$ cat config.mk
export PLATFORM = sky130hd
export DESIGN_NAME = pwm4_timer
export DESIGN_NICKNAME = d
export VERILOG_FILES = /design/src/rtl/pwm_timer_pkg.sv /design/src/rtl/pwm_prescaler.sv /design/src/rtl/pwm_downcounter.sv /design/src/rtl/pwm_channel.sv /design/src/rtl/pwm4_timer.sv
export SDC_FILE = /design/constraint.sdc
export NUM_CORES = 1
export LEC_CHECK = 0
export ABC_AREA = 0
export BUFFER_PORTS_ARGS = -buffer_cell sky130_fd_sc_hd__buf_2
export CORE_MARGIN = 3
export CORE_UTILIZATION = 63
export DETAILED_ROUTE_END_ITERATION = 6
export GPL_ROUTABILITY_DRIVEN = 0
export PLACE_DENSITY = 0.81
export SYNTH_ARGS = -nofsm -noshare
export SYNTH_HDL_FRONTEND = slang
export SYNTH_SLANG_ARGS = --single-unit
$ cat constraint.sdc
create_clock -name clk -period 3.84 [get_ports clk]
set_input_delay 0.192 -clock clk [delete_from_list [all_inputs] [get_ports clk]]
set_output_delay 0.192 -clock clk [all_outputs]
set_load 0.1 [all_outputs]
$ cat src/rtl/pwm_timer_pkg.sv
package pwm_timer_pkg;
  // register map
  localparam int unsigned A_CTRL   = 0;
  localparam int unsigned A_DIV    = 1;
  localparam int unsigned A_RELOAD = 2;
  localparam int unsigned A_CHCFG  = 3;
  localparam int unsigned A_MODE0  = 4;
  localparam int unsigned A_MASTER = 6;
  localparam int unsigned A_COUNT  = 7;
  localparam int unsigned A_CMP0   = 8;

  localparam int CTRL_RUN     = 0;
  localparam int CTRL_ARPE    = 1;
  localparam int EN_STRIDE    = 4;
  localparam int POL_OFS      = 1;
  localparam int MODE_FIELD_W = 8;
  localparam int MODE_CFG_W   = 4;
  localparam int PRELOAD_BIT  = 3;
  localparam int MOE_BIT      = 15;

  typedef enum logic [2:0] {
    OCM_IDLE     = 3'b000,
    OCM_FORCE_LO = 3'b100,
    OCM_FORCE_HI = 3'b101,
    OCM_PWM      = 3'b110
  } ocm_e;
endpackage

$ cat src/rtl/pwm_prescaler.sv
module pwm_prescaler #(
  parameter int W = 16
) (
  input  logic         clk,
  input  logic         rst_n,
  input  logic         run,
  input  logic [W-1:0] div,
  output logic         tick
);
  logic [W-1:0] pcnt;

  // >= keeps a lowered divider from stalling the time base
  assign tick = run && (pcnt >= div);

  always_ff @(posedge clk or negedge rst_n) begin
    if (!rst_n)             pcnt <= '0;
    else if (!run || tick)  pcnt <= '0;
    else                    pcnt <= pcnt + 1'b1;
  end


  tick_restart_chk: assert property (@(posedge clk) disable iff (!rst_n)
    tick |=> (pcnt == '0));

  div_advance_chk: assert property (@(posedge clk) disable iff (!rst_n)
    (run && !tick) |=> (pcnt == $past(pcnt) + 1'b1));
endmodule

$ cat src/rtl/pwm_downcounter.sv
module pwm_downcounter #(
  parameter int W = 16
) (
  input  logic         clk,
  input  logic         rst_n,
  input  logic         tick,
  input  logic         arpe,
  input  logic [W-1:0] reload,
  output logic [W-1:0] cnt,
  output logic         upd
);
  logic [W-1:0] reload_shadow;
  logic [W-1:0] reload_eff;

  assign reload_eff = arpe ? reload_shadow : reload;
  assign upd        = tick && (cnt == '0);

  always_ff @(posedge clk or negedge rst_n) begin
    if (!rst_n) begin
      cnt           <= '0;
      reload_shadow <= '0;
    end else if (upd) begin
      cnt           <= reload_eff;
      reload_shadow <= reload;
    end else if (tick) begin
      cnt <= cnt - 1'b1;
    end
  end


  count_step_chk: assert property (@(posedge clk) disable iff (!rst_n)
    (tick && cnt != '0) |=> (cnt == $past(cnt) - 1'b1));

  count_hold_chk: assert property (@(posedge clk) disable iff (!rst_n)
    !tick |=> $stable(cnt));

  count_reload_chk: assert property (@(posedge clk) disable iff (!rst_n)
    upd |=> (cnt == $past(reload_eff)));
endmodule

$ cat src/rtl/pwm_channel.sv
module pwm_channel
  import pwm_timer_pkg::*;
#(
  parameter int W = 16
) (
  input  logic                  clk,
  input  logic                  rst_n,
  input  logic                  upd,
  input  logic [W-1:0]          cnt,
  input  logic [W-1:0]          cmp,
  input  logic [MODE_CFG_W-1:0] mode_cfg,
  input  logic                  en,
  input  logic                  pol,
  input  logic                  moe,
  output logic                  out
);
  logic [W-1:0] cmp_shadow;
  logic [W-1:0] cmp_eff;
  logic         pre;
  logic         act;
  ocm_e         mode;

  assign pre     = mode_cfg[PRELOAD_BIT];
  assign mode    = ocm_e'(mode_cfg[2:0]);
  assign cmp_eff = pre ? cmp_shadow : cmp;

  always_ff @(posedge clk or negedge rst_n) begin
    if (!rst_n)   cmp_shadow <= '0;
    else if (upd) cmp_shadow <= cmp;
  end

  always_comb begin
    unique case (mode)
      OCM_PWM:      act = (cnt < cmp_eff);
      OCM_FORCE_HI: act = 1'b1;
      default:      act = 1'b0;
    endcase
    out = (en && moe) ? (act ^ pol) : pol;
  end


  gate_closed_chk: assert property (@(posedge clk) disable iff (!rst_n)
    !moe |-> (out == pol));

  cmp_buffer_chk: assert property (@(posedge clk) disable iff (!rst_n)
    (upd && pre) |=> (!pre || cmp_eff == $past(cmp)));
endmodule

$ cat src/rtl/pwm4_timer.sv
module pwm4_timer
  import pwm_timer_pkg::*;
#(
  parameter int NUM_CH = 4,
  parameter int DW     = 16,
  parameter int AW     = 4
) (
  input  logic              clk,
  input  logic              rst_n,
  input  logic              reg_wr,
  input  logic [AW-1:0]     reg_addr,
  input  logic [DW-1:0]     reg_wdata,
  output logic [DW-1:0]     reg_rdata,
  output logic [NUM_CH-1:0] pwm_out
);
  localparam int NUM_MODE = (NUM_CH + 1) / 2;

  logic [1:0]    ctrl_q;
  logic [DW-1:0] div_q;
  logic [DW-1:0] reload_q;
  logic [DW-1:0] chcfg_q;
  logic [DW-1:0] mode_q [NUM_MODE];
  logic [DW-1:0] cmp_q  [NUM_CH];
  logic          moe_q;

  logic          tick;
  logic          upd;
  logic [DW-1:0] cnt;

  always_ff @(posedge clk or negedge rst_n) begin
    if (!rst_n) begin
      ctrl_q   <= '0;
      div_q    <= '0;
      reload_q <= '0;
      chcfg_q  <= '0;
      moe_q    <= 1'b0;
      for (int m = 0; m < NUM_MODE; m++) mode_q[m] <= '0;
      for (int c = 0; c < NUM_CH; c++)   cmp_q[c]  <= '0;
    end else if (reg_wr) begin
      if (reg_addr == AW'(A_CTRL))   ctrl_q   <= reg_wdata[1:0];
      if (reg_addr == AW'(A_DIV))    div_q    <= reg_wdata;
      if (reg_addr == AW'(A_RELOAD)) reload_q <= reg_wdata;
      if (reg_addr == AW'(A_CHCFG))  chcfg_q  <= reg_wdata;
      if (reg_addr == AW'(A_MASTER)) moe_q    <= reg_wdata[MOE_BIT];
      for (int m = 0; m < NUM_MODE; m++)
        if (reg_addr == AW'(A_MODE0 + m)) mode_q[m] <= reg_wdata;
      for (int c = 0; c < NUM_CH; c++)
        if (reg_addr == AW'(A_CMP0 + c)) cmp_q[c] <= reg_wdata;
    end
  end

  always_comb begin
    reg_rdata = '0;
    if (reg_addr == AW'(A_CTRL))   reg_rdata[1:0]    = ctrl_q;
    if (reg_addr == AW'(A_DIV))    reg_rdata         = div_q;
    if (reg_addr == AW'(A_RELOAD)) reg_rdata         = reload_q;
    if (reg_addr == AW'(A_CHCFG))  reg_rdata         = chcfg_q;
    if (reg_addr == AW'(A_MASTER)) reg_rdata[MOE_BIT] = moe_q;
    if (reg_addr == AW'(A_COUNT))  reg_rdata         = cnt;
    for (int m = 0; m < NUM_MODE; m++)
      if (reg_addr == AW'(A_MODE0 + m)) reg_rdata = mode_q[m];
    for (int c = 0; c < NUM_CH; c++)
      if (reg_addr == AW'(A_CMP0 + c)) reg_rdata = cmp_q[c];
  end

  pwm_prescaler #(.W(DW)) u_div (
    .clk  (clk),
    .rst_n(rst_n),
    .run  (ctrl_q[CTRL_RUN]),
    .div  (div_q),
    .tick (tick)
  );

  pwm_downcounter #(.W(DW)) u_cnt (
    .clk   (clk),
    .rst_n (rst_n),
    .tick  (tick),
    .arpe  (ctrl_q[CTRL_ARPE]),
    .reload(reload_q),
    .cnt   (cnt),
    .upd   (upd)
  );

  for (genvar c = 0; c < NUM_CH; c++) begin : g_ch
    pwm_channel #(.W(DW)) u_ch (
      .clk     (clk),
      .rst_n   (rst_n),
      .upd     (upd),
      .cnt     (cnt),
      .cmp     (cmp_q[c]),
      .mode_cfg(mode_q[c/2][(c%2)*MODE_FIELD_W +: MODE_CFG_W]),
      .en      (chcfg_q[c*EN_STRIDE]),
      .pol     (chcfg_q[c*EN_STRIDE + POL_OFS]),
      .moe     (moe_q),
      .out     (pwm_out[c])
    );
  end
endmodule

# ---- Yosys cells after proc, flatten, opt, wreduce, memory -nomap -nowiden
# Cells that the tools add are included.
dict set report word_totals {
  register_bits 259
  in_bits 23
  output_inout_bits 20
}
dict set report op_classes {
  n_addsub 2
  order_cmp 5
  n_eq_ne 19
  mux 28
  n_bitwise 4
  n_reduce_logical 22
}
# operator count
set op_table {}
lappend op_table {{16-bit 2-to-1 mux} 18}
lappend op_table {{16-bit < comparator} 4}
lappend op_table {{3-bit equality test, second input constant} 8}
lappend op_table {{2-bit AND reduction} 11}
lappend op_table {{16-bit by 1-bit adder with 16-bit output, second input constant} 1}
lappend op_table {{4-bit by 3-bit equality test with 1-bit output, second input constant} 4}
lappend op_table {{4-bit equality test, second input constant} 4}
lappend op_table {{16-bit >= comparator} 1}
lappend op_table {{16-bit zero test} 1}
lappend op_table {{16-bit by 1-bit subtractor with 16-bit output, second input constant} 1}
lappend op_table {{4-bit by 2-bit equality test with 1-bit output, second input constant} 2}
lappend op_table {{1-bit one-hot mux with 2 select lines} 4}
lappend op_table {{1-bit logical AND} 6}
lappend op_table {{1-bit 2-to-1 mux} 5}
lappend op_table {{4-bit by 1-bit equality test with 1-bit output, second input constant} 1}
lappend op_table {{4-bit zero test} 1}
lappend op_table {{1-bit XOR} 4}
lappend op_table {{2-bit 2-to-1 mux} 1}
lappend op_table {{2-bit nonzero test} 1}
lappend op_table {{1-bit zero test} 1}
lappend op_table {{1-bit logical OR} 1}

# ---- Depth between registers and ports, before layout
# Gate-level depths: netlist of the first run.
dict set report logic_depth {
  ltp_word 13
  depth_mapped 11
  mapped_depth_nobuf 8
}

# ---- By module
# From an unflattened synthesis of the first run, not the netlist that was laid out.
dict set report hier_totals {
  hier_cells 1218
  hier_area_um2 14656.6
}
# mod instances cells_each area_per_inst_um2 seq_area_each_um2
set by_module_without_submodules {}
lappend by_module_without_submodules {pwm4_timer 1 524 7165.6 3678.5}
lappend by_module_without_submodules {pwm_channel 4 95 1118.6 400.4}
lappend by_module_without_submodules {pwm_downcounter 1 184 1794.2 800.8}
lappend by_module_without_submodules {pwm_prescaler 1 130 1222.4 400.4}

# ---- Least setup slack after synthesis of the first run
# Ideal clock, no wire load.
dict set report synth_timing {
  kind {input-to-output}
  startpoint {input port reg_addr[1]}
  endpoint {output port reg_rdata[6]}
  t_arrival_ns 3.746
  setup_slack_ns -0.098
  cell_stages 9
  path_cell_list {buf_2 -> buf_2 -> buf_1 -> o21ai_0 -> nor2_1 -> a21oi_1 -> o32ai_1 -> o21ai_0 -> a211oi_1}
}
dict set report synth_between {
  elab_chain_len 11
  elab_cells_between_ends 20
  classes_between {eq/ne (10); mux (10)}
}
# item line
set synth_lines {}
lappend synth_lines {{from (decl)} pwm4_timer.sv:11} ;# input logic [AW-1:0] reg_addr,
lappend synth_lines {{4-bit by 1-bit equality test with 1-bit output} pwm4_timer.sv:55} ;# if (reg_addr == AW'(A_DIV)) reg_rdata = div_q;
lappend synth_lines {{16-bit 2-to-1 mux} pwm4_timer.sv:55}
lappend synth_lines {{16-bit 2-to-1 mux} pwm4_timer.sv:56} ;# if (reg_addr == AW'(A_RELOAD)) reg_rdata = reload_q;
lappend synth_lines {{16-bit 2-to-1 mux} pwm4_timer.sv:57} ;# if (reg_addr == AW'(A_CHCFG)) reg_rdata = chcfg_q;
lappend synth_lines {{16-bit 2-to-1 mux} pwm4_timer.sv:59} ;# if (reg_addr == AW'(A_COUNT)) reg_rdata = cnt;
lappend synth_lines {{16-bit 2-to-1 mux (2 in series)} pwm4_timer.sv:61} ;# if (reg_addr == AW'(A_MODE0 + m)) reg_rdata = mode_q[m];
lappend synth_lines {{16-bit 2-to-1 mux (3 in series)} pwm4_timer.sv:63} ;# if (reg_addr == AW'(A_CMP0 + c)) reg_rdata = cmp_q[c];
lappend synth_lines {{16-bit 2-to-1 mux (*)} pwm4_timer.sv:63}
lappend synth_lines {{to (decl)} pwm4_timer.sv:13} ;# output logic [DW-1:0] reg_rdata,
# Mark *: on every way between the ends. The rest lies on a longest branch, timed or not.

# ---- Worst setup path in the final report of the first run
dict set report layout_timing {
  startpoint {register mode_q[27] (netlist bit)}
  endpoint {output port pwm_out[1]}
}
dict set report layout_between {
  elab_chain_len 5
}
# item line
set layout_lines {}
lappend layout_lines {{from (decl)} pwm4_timer.sv:22} ;# logic [DW-1:0] mode_q [NUM_MODE];
lappend layout_lines {{from (signal, indexed assignment)} pwm4_timer.sv:46} ;# if (reg_addr == AW'(A_MODE0 + m)) mode_q[m] <= reg_wdata;
lappend layout_lines {{16-bit 2-to-1 mux} pwm_channel.sv:25} ;# assign cmp_eff = pre ? cmp_shadow : cmp;
lappend layout_lines {{16-bit < comparator} pwm_channel.sv:34} ;# OCM_PWM: act = (cnt < cmp_eff);
lappend layout_lines {{1-bit one-hot mux with 2 select lines} pwm_channel.sv:33} ;# unique case (mode)
lappend layout_lines {{1-bit XOR} pwm_channel.sv:38} ;# out = (en && moe) ? (act ^ pol) : pol;
lappend layout_lines {{1-bit 2-to-1 mux} pwm_channel.sv:38}
lappend layout_lines {{to (decl)} pwm4_timer.sv:14} ;# output logic [NUM_CH-1:0] pwm_out
# Every way passes these cells.

==> flow_metrics.tcl, run 1 <==
set metrics [dict create \
    syn_nets 1333 \
    cts_buffers 28 \
    max_stage_delay_ns 0.51 \
    timing.max_cap.violations 0 \
    core_region_area_um2 22100 \
    rsz0062_at_grt "false" \
    drt-total-wl_mm 40.5 \
    p_switching_mw 3.74 \
    intPower_mw 6.29 \
    antenna_cells 0 \
    crit_chain "buf_4 > mux2i_1 > ha_1 > a21o_1 > a21o_1 > a2111oi_0 > o2111ai_1 > a21oi_1 > xor2_1 > buf_12" \
    post-route-min-period_ns 3.63 \
    initialDrtViolationCount 1164 \
    place_inst 1517 \
    critical_path_arrival_ns 3.44 \
    clkTransAtPathRegs_ns 0.06 \
    hp-class "primary input to flop" \
    clock_sinks 259 \
    synthFlopType "dfrtp_1" \
    dp_hpwl_mm 27.9 \
    final_max_slew_viol_count 0 \
    crit_fanout 10 \
    grt_pass1_vias 11100 \
    clockPowerShare 0.280 \
    p_sw_frac 0.373 \
    power.leakage_nw 7.49 \
    sequentialPowerShare 0.394 \
    grt-ovfl-total 0 \
    fin_crit_sh 0.946 \
    worstSetupPathType "flop to output port" \
    hold_depth 3 \
    r2r-start "u_cnt.cnt[7]" \
    min_from "reg_wdata[9]" \
    drcViolationCount 0 \
    slew_headroom 0.306 \
    grt_max_degree 130 \
    async_reset_ff_frac 1.00 \
    post_drt_wl_per_cell_um 25.8 \
    initial_core_util 0.649 \
    cts_setup_buffers 0 \
    setup_total_negative_slack_ns 0 \
    p_per_area_nw_per_um2 632 \
    endpoint_kind "output port" \
    synth_seq_cells 259 \
    r2r_end "g_ch[3].u_ch.cmp_shadow[5]" \
    outcome "complete, no violations" \
    yosysWarnings 0 \
    cts_max_level 1 \
    avgViaCountPerCell 6.84 \
    dieArea_um2 24600 \
    io_buffers 42 \
    vdd_drop_max_v 0.000419 \
    ys_seq_area_frac 0.452 \
    min_to "mode_q[25]" \
    drive_gt1_frac 0.294 \
    syn2layout_area_growth_pct 10.7 \
    syn-mean-instance-area_um2 11.6 \
    skew_ns 0.0199 \
    clk_latency_ns 0.55 \
    grt_pass1_wl_mm 63.4 \
    rr_worst_depth 6 \
    clock_path_buffers 3 \
    grtUsageTotal 0.333 \
    ios 43 \
    rows 54 \
    cpLargestDelayFamily "compound AO/OA/AOI/OAI gates" \
    ant_nets 0 \
    cts_root_buf "clkbuf_16" \
    ys_types 59 \
    final_nets 1369 \
    die_y_um 157 \
    totalPowerFinal_mw 10.0 \
    holdWs_ns 0.0743 \
    cp-start-kind "flop" \
    chipWidth_um 157 \
    r2r_slack_ns 0.91 \
    cts_tree "done" \
    netlist_area_um2 14300 \
    fin_cells 1568 \
    cp.required_ns 3.65 \
    cp_common_cell "a21o_1" \
    netlist_instances 1232 \
    vias 10700 \
    antenna_found_initial 0 \
    hold_viol_final 0 \
    synth-edff-count 0 \
    combPwrFrac 0.326 \
    slowest_stage "dfrtp_2" \
    setup_violations 0 \
    first_pass_iters 5 \
    tightest_slew_ns 1.04 \
    cp_num_buf_inv 2 \
    fmax_mhz 275 \
]
state kept, by name, summed over array words and instances (netlist names):
signal,count
u_cnt.reload_shadow,16
chcfg_q,16
reload_q,16
moe_q,1
g_ch.u_ch.cmp_shadow,64
u_cnt.cnt,16
div_q,16
mode_q,32
cmp_q,64
ctrl_q,2
u_div.pcnt,16
cell families after synthesis:
family                   share of synthesized area
AND/OR/NAND/NOR                             0.0741
adder cells (fa/ha/maj)                     0.0680
multiplexers                                 0.266
AO/OA/AOI/OAI                               0.0987
flip-flops                                   0.452
buffers and inverters                       0.0313
XOR/XNOR                                    0.0104
worst max path at each step:
| stage | from | endpoint | slack [ns] | depth (start not counted) |
|---|---|---|---|---|
| floorplan | reg_addr[0] | reg_rdata[13] | 0.09 | 6 |
| global placement | mode_q[27] | pwm_out[1] | 0.73 | 10 |
| detailed placement | mode_q[27] | pwm_out[1] | 0.65 | 10 |
| CTS | mode_q[27] | pwm_out[1] | 0.07 | 10 |
| global route | mode_q[11] | pwm_out[3] | 0.08 | 8 |
| finish | mode_q[27] | pwm_out[1] | 0.21 | 10 |
through the flow:
| stage | cell area, µm² | utilization | setup WS (ns) |
|---|---|---|---|
| 2_1_floorplan | 14400 | - | 0.0936 |
| 3_3_place_gp | 14900 | 0.674 | 0.729 |
| 3_5_place_dp | 14900 | 0.674 | 0.646 |
| 4_1_cts | 15900 | 0.718 | 0.0664 |
| 5_1_grt | 15900 | 0.719 | 0.0770 |
| 6_report | 15900 | 0.719 | 0.206 |
cell usage after synthesis (all sizes together) (2+ instances only):
library cell	number	area (µm²)
o21a	7	52.6
mux4	5	113
and2	2	12.5
nor2b	17	106
a32o	2	20.0
nor4b	3	41.3
clkbuf	38	143
a21oi	69	345
nand2b	3	18.8
inv	28	105
ha	78	976
a22o	9	78.8
xnor2	9	78.8
o32ai	2	17.5
o22ai	13	81.3
a221oi	15	131
o211ai	4	30.0
o2111ai	2	35.0
o21ai	61	305
a2111o	2	22.5
nand3	27	135
nor4	3	18.8
mux2i	87	871
or3	3	23.8
dfrtp	259	6480
nor2	65	244
nand4	14	87.6
buf	31	201
a22oi	4	30.0
a21o	8	60.1
and3	12	75.1
o221ai	4	35.0
nor3	6	35.0
a2111oi	4	35.0
a31oi	2	12.5
xor2	8	70.1
mux2	246	2830
a211oi	7	52.6
nand2	60	225
and4	2	17.5
metal layers:
metal,vias to the layer above,share of wire,GRT usage
li1,4619,-,-
met1,5391,0.40,0.445
met2,583,0.46,0.526
met3,139,0.097,0.0833
met4,0,0.045,0.134
met5,-,0,0
layout make-up:
class | count | area (µm²)
multi-input cells | 876 | 7420
flip-flops and latches | 259 | 6480
clock buffers | 41 | 841
fillers | 1480 | 6220
repair buffers | 75 | 551
well taps | 280 | 350
clock inverters | 9 | 125
inverters | 28 | 105
worst register-to-register path, cell delays in order, from the launching register on:
cell and delay, ns:
dfrtp_1 0.57, or3_4 0.52, nor4b_4 0.43, and3_1 0.30
o2111ai_4 0.33, buf_12 0.33, mux2_4 0.35
what timing repair did:
action                                 CTS  global route
setup endpoints to repair                0             2
hold buffers                             1             0
endpoints found under the hold margin  124             0
resized for setup                        0             3
power groups by stage:
stage | registers, mW | logic, mW | clock network (mW)
after floorplan | 3.61 | 2.48 | 0
after global placement | 3.93 | 3.06 | 0
after detailed placement | 3.96 | 3.19 | 0
after CTS | 3.92 | 3.23 | 2.83
after global routing | 4.01 | 3.56 | 2.94
final | 3.96 | 3.27 | 2.81
cell usage in the layout, fill, tap and decap left out, types with 17 or more instances in the layout:
master and instances:
a21oi_1 69, buf_2 39, buf_4 28, clkbuf_16 29, dfrtp_1 257, ha_1 78, inv_1 28, mux2_2 231
mux2i_1 87, nand2_1 60, nand3_1 27, nor2_1 65, nor2b_1 17, o21ai_0 60
Power figures use the tool's default switching activity.
==> run 2, diff against run 1 <==
Settings changed: CORE_UTILIZATION 63 to 65, PLACE_DENSITY 0.81 to 0.83.
Clock period 3.84 ns to 4.29 ns, I/O delays scaled along.
==> flow_metrics.tcl, run 2 (synthesis gave the netlist of run 1 again) <==
set metrics [dict create \
    outcome "complete, no violations" \
    cts_max_level 1 \
    die_y_um 155 \
    crit_fanout 14 \
    ant_nets 0 \
    worstSetupPathType "flop to output port" \
    grt_max_degree 100 \
    slew_headroom 0.189 \
    top_regs "cmp_q (64), g_ch.u_ch.cmp_shadow (64), mode_q (32)" \
    core_region_area_um2 21400 \
    power.leakage_nw 7.42 \
    regArea_um2 6480 \
    clock_path_buffers 3 \
    initial_core_util 0.672 \
    hold_viol_final 0 \
    multi_input_area_um2 7410 \
    syn2layout_area_growth_pct 9.46 \
    cp-start-kind "flop" \
    cts_buffers 27 \
    drcViolationCount 0 \
    grt_pass1_vias 10900 \
    final_nets 1360 \
    clock_sinks 259 \
    fin_crit_sh 0.926 \
    crit_start "mode_q[11]" \
    grtUsageTotal 0.344 \
    place_inst 1504 \
    ios 43 \
    clkTransAtPathRegs_ns 0.06 \
    post-route-min-period_ns 3.97 \
    chipWidth_um 155 \
    post_drt_wl_per_cell_um 26.4 \
    hp-class "primary input to flop" \
    clk_latency_ns 0.55 \
    antenna_cells 0 \
    r2r_slack_ns 1.32 \
    tightest_slew_ns 1.21 \
    grt-ovfl-total 0 \
    min_from "reg_wdata[2]" \
    rsz0062_at_grt "false" \
    cts_setup_buffers 0 \
    endpoint_kind "output port" \
    cts_tree "done" \
    skew_ns 0.0190 \
    fmax_mhz 252 \
    avgViaCountPerCell 6.99 \
    final_common_cell "dfrtp_1" \
    setup_violations 0 \
    drt-total-wl_mm 41.1 \
    fillers 1446 \
    setup_total_negative_slack_ns 0 \
    first_pass_iters 7 \
    vias 10900 \
    initialDrtViolationCount 1432 \
    rr_worst_depth 8 \
    final_max_slew_viol_count 0 \
    io_buffers 42 \
    drive_gt1_frac 0.290 \
    fin_cells 1554 \
    antenna_found_initial 3 \
    critical_path_arrival_ns 3.76 \
    dp_hpwl_mm 27.6 \
    cp.required_ns 4.08 \
    r2r-start "div_q[13]" \
    timing.max_cap.violations 0 \
    dieArea_um2 23900 \
    rows 53 \
    vdd_drop_max_v 0.000386 \
    most-common-layout-cells "257 x dfrtp_1, 231 x mux2_2, 87 x mux2i_1" \
    hold_depth 2 \
    cts_root_buf "clkbuf_16" \
    p_per_area_nw_per_um2 562 \
    grt_pass1_wl_mm 63.6 \
]
-- run 2: cell count changes in the layout (fill, tap and decap cells not counted), moves of 2 or more --
| cell | before | now |
|---|---|---|
| buf_4 | 28 | 21 |
| clkbuf_8 | 7 | 11 |
| buf_12 | 6 | 3 |
| buf_2 | 39 | 41 |
| bufinv_16 | 3 | 1 |
| clkbuf_1 | 5 | 3 |
| clkbuf_16 | 29 | 27 |
| clkinv_2 | 4 | 6 |
| clkinvlp_4 | 2 | 0 |
-- run 2: timing repair --
action | 4_1_cts | 5_1_grt
endpoints found under the setup margin | 0 | 2
gates resized for setup | 0 | 2
endpoints found under the hold margin | 96 | 0
hold buffers | 1 | 0
-- run 2: metal layers --
layer	track usage	share of wire
met1	0.465	0.39
met2	0.536	0.46
met3	0.0800	0.10
met4	0.148	0.053
met5	0	0.00051
-- run 2: area by class of cell --
cell class                 count  share of cell area
multi-input combinational    876               0.472
sequential                   259               0.413
clock buffer                  41              0.0534
timing repair buffer          67              0.0285
tap                          275              0.0219
inverter                      28             0.00669
clock inverter                 8             0.00438
-- run 2: metrics by stage --
stage / util / hold WS [ns] / instance area, µm² / total power [mW] / worst slack [ns]
final: 0.735 / 0.0868 / 15700 / 8.82 / 0.318
after global routing: 0.735 / 0.106 / 15700 / 9.24 / 0.200
after CTS: 0.735 / 0.0798 / 15700 / 8.75 / 0.229
after detailed placement: 0.692 / 0.296 / 14800 / 6.37 / 0.837
after global placement: 0.692 / 0.298 / 14800 / 6.22 / 0.913
after floorplan: - / -0.0811 / 14300 / 5.44 / 0.307
-- run 2: critical path, stage by stage (launching register included) --
cell and delay (ns):
dfrtp_2 0.64, mux2i_1 0.27, ha_1 0.19, o21ai_0 0.18, a211oi_1 0.52, o21ai_0 0.31, a21oi_1 0.46, xnor2_1 0.17
buf_2 0.44
-- run 2: worst paths after layout --
path,end
setup / recovery,pwm_out[3]
hold / removal,cmp_q[18]
setup reg to reg,g_ch[1].u_ch.cmp_shadow[0]
hold reg to reg,g_ch[1].u_ch.cmp_shadow[1]
max in group asynchronous,u_div.pcnt[15]
min in group asynchronous,g_ch[0].u_ch.cmp_shadow[3]
-- run 2: where the power goes --
group,switching [mW],internal [mW],total (mW)
sequential,0.743,2.87,3.61
clock,0.982,1.40,2.38
combinational,1.62,1.21,2.83
total,3.34,5.48,8.82
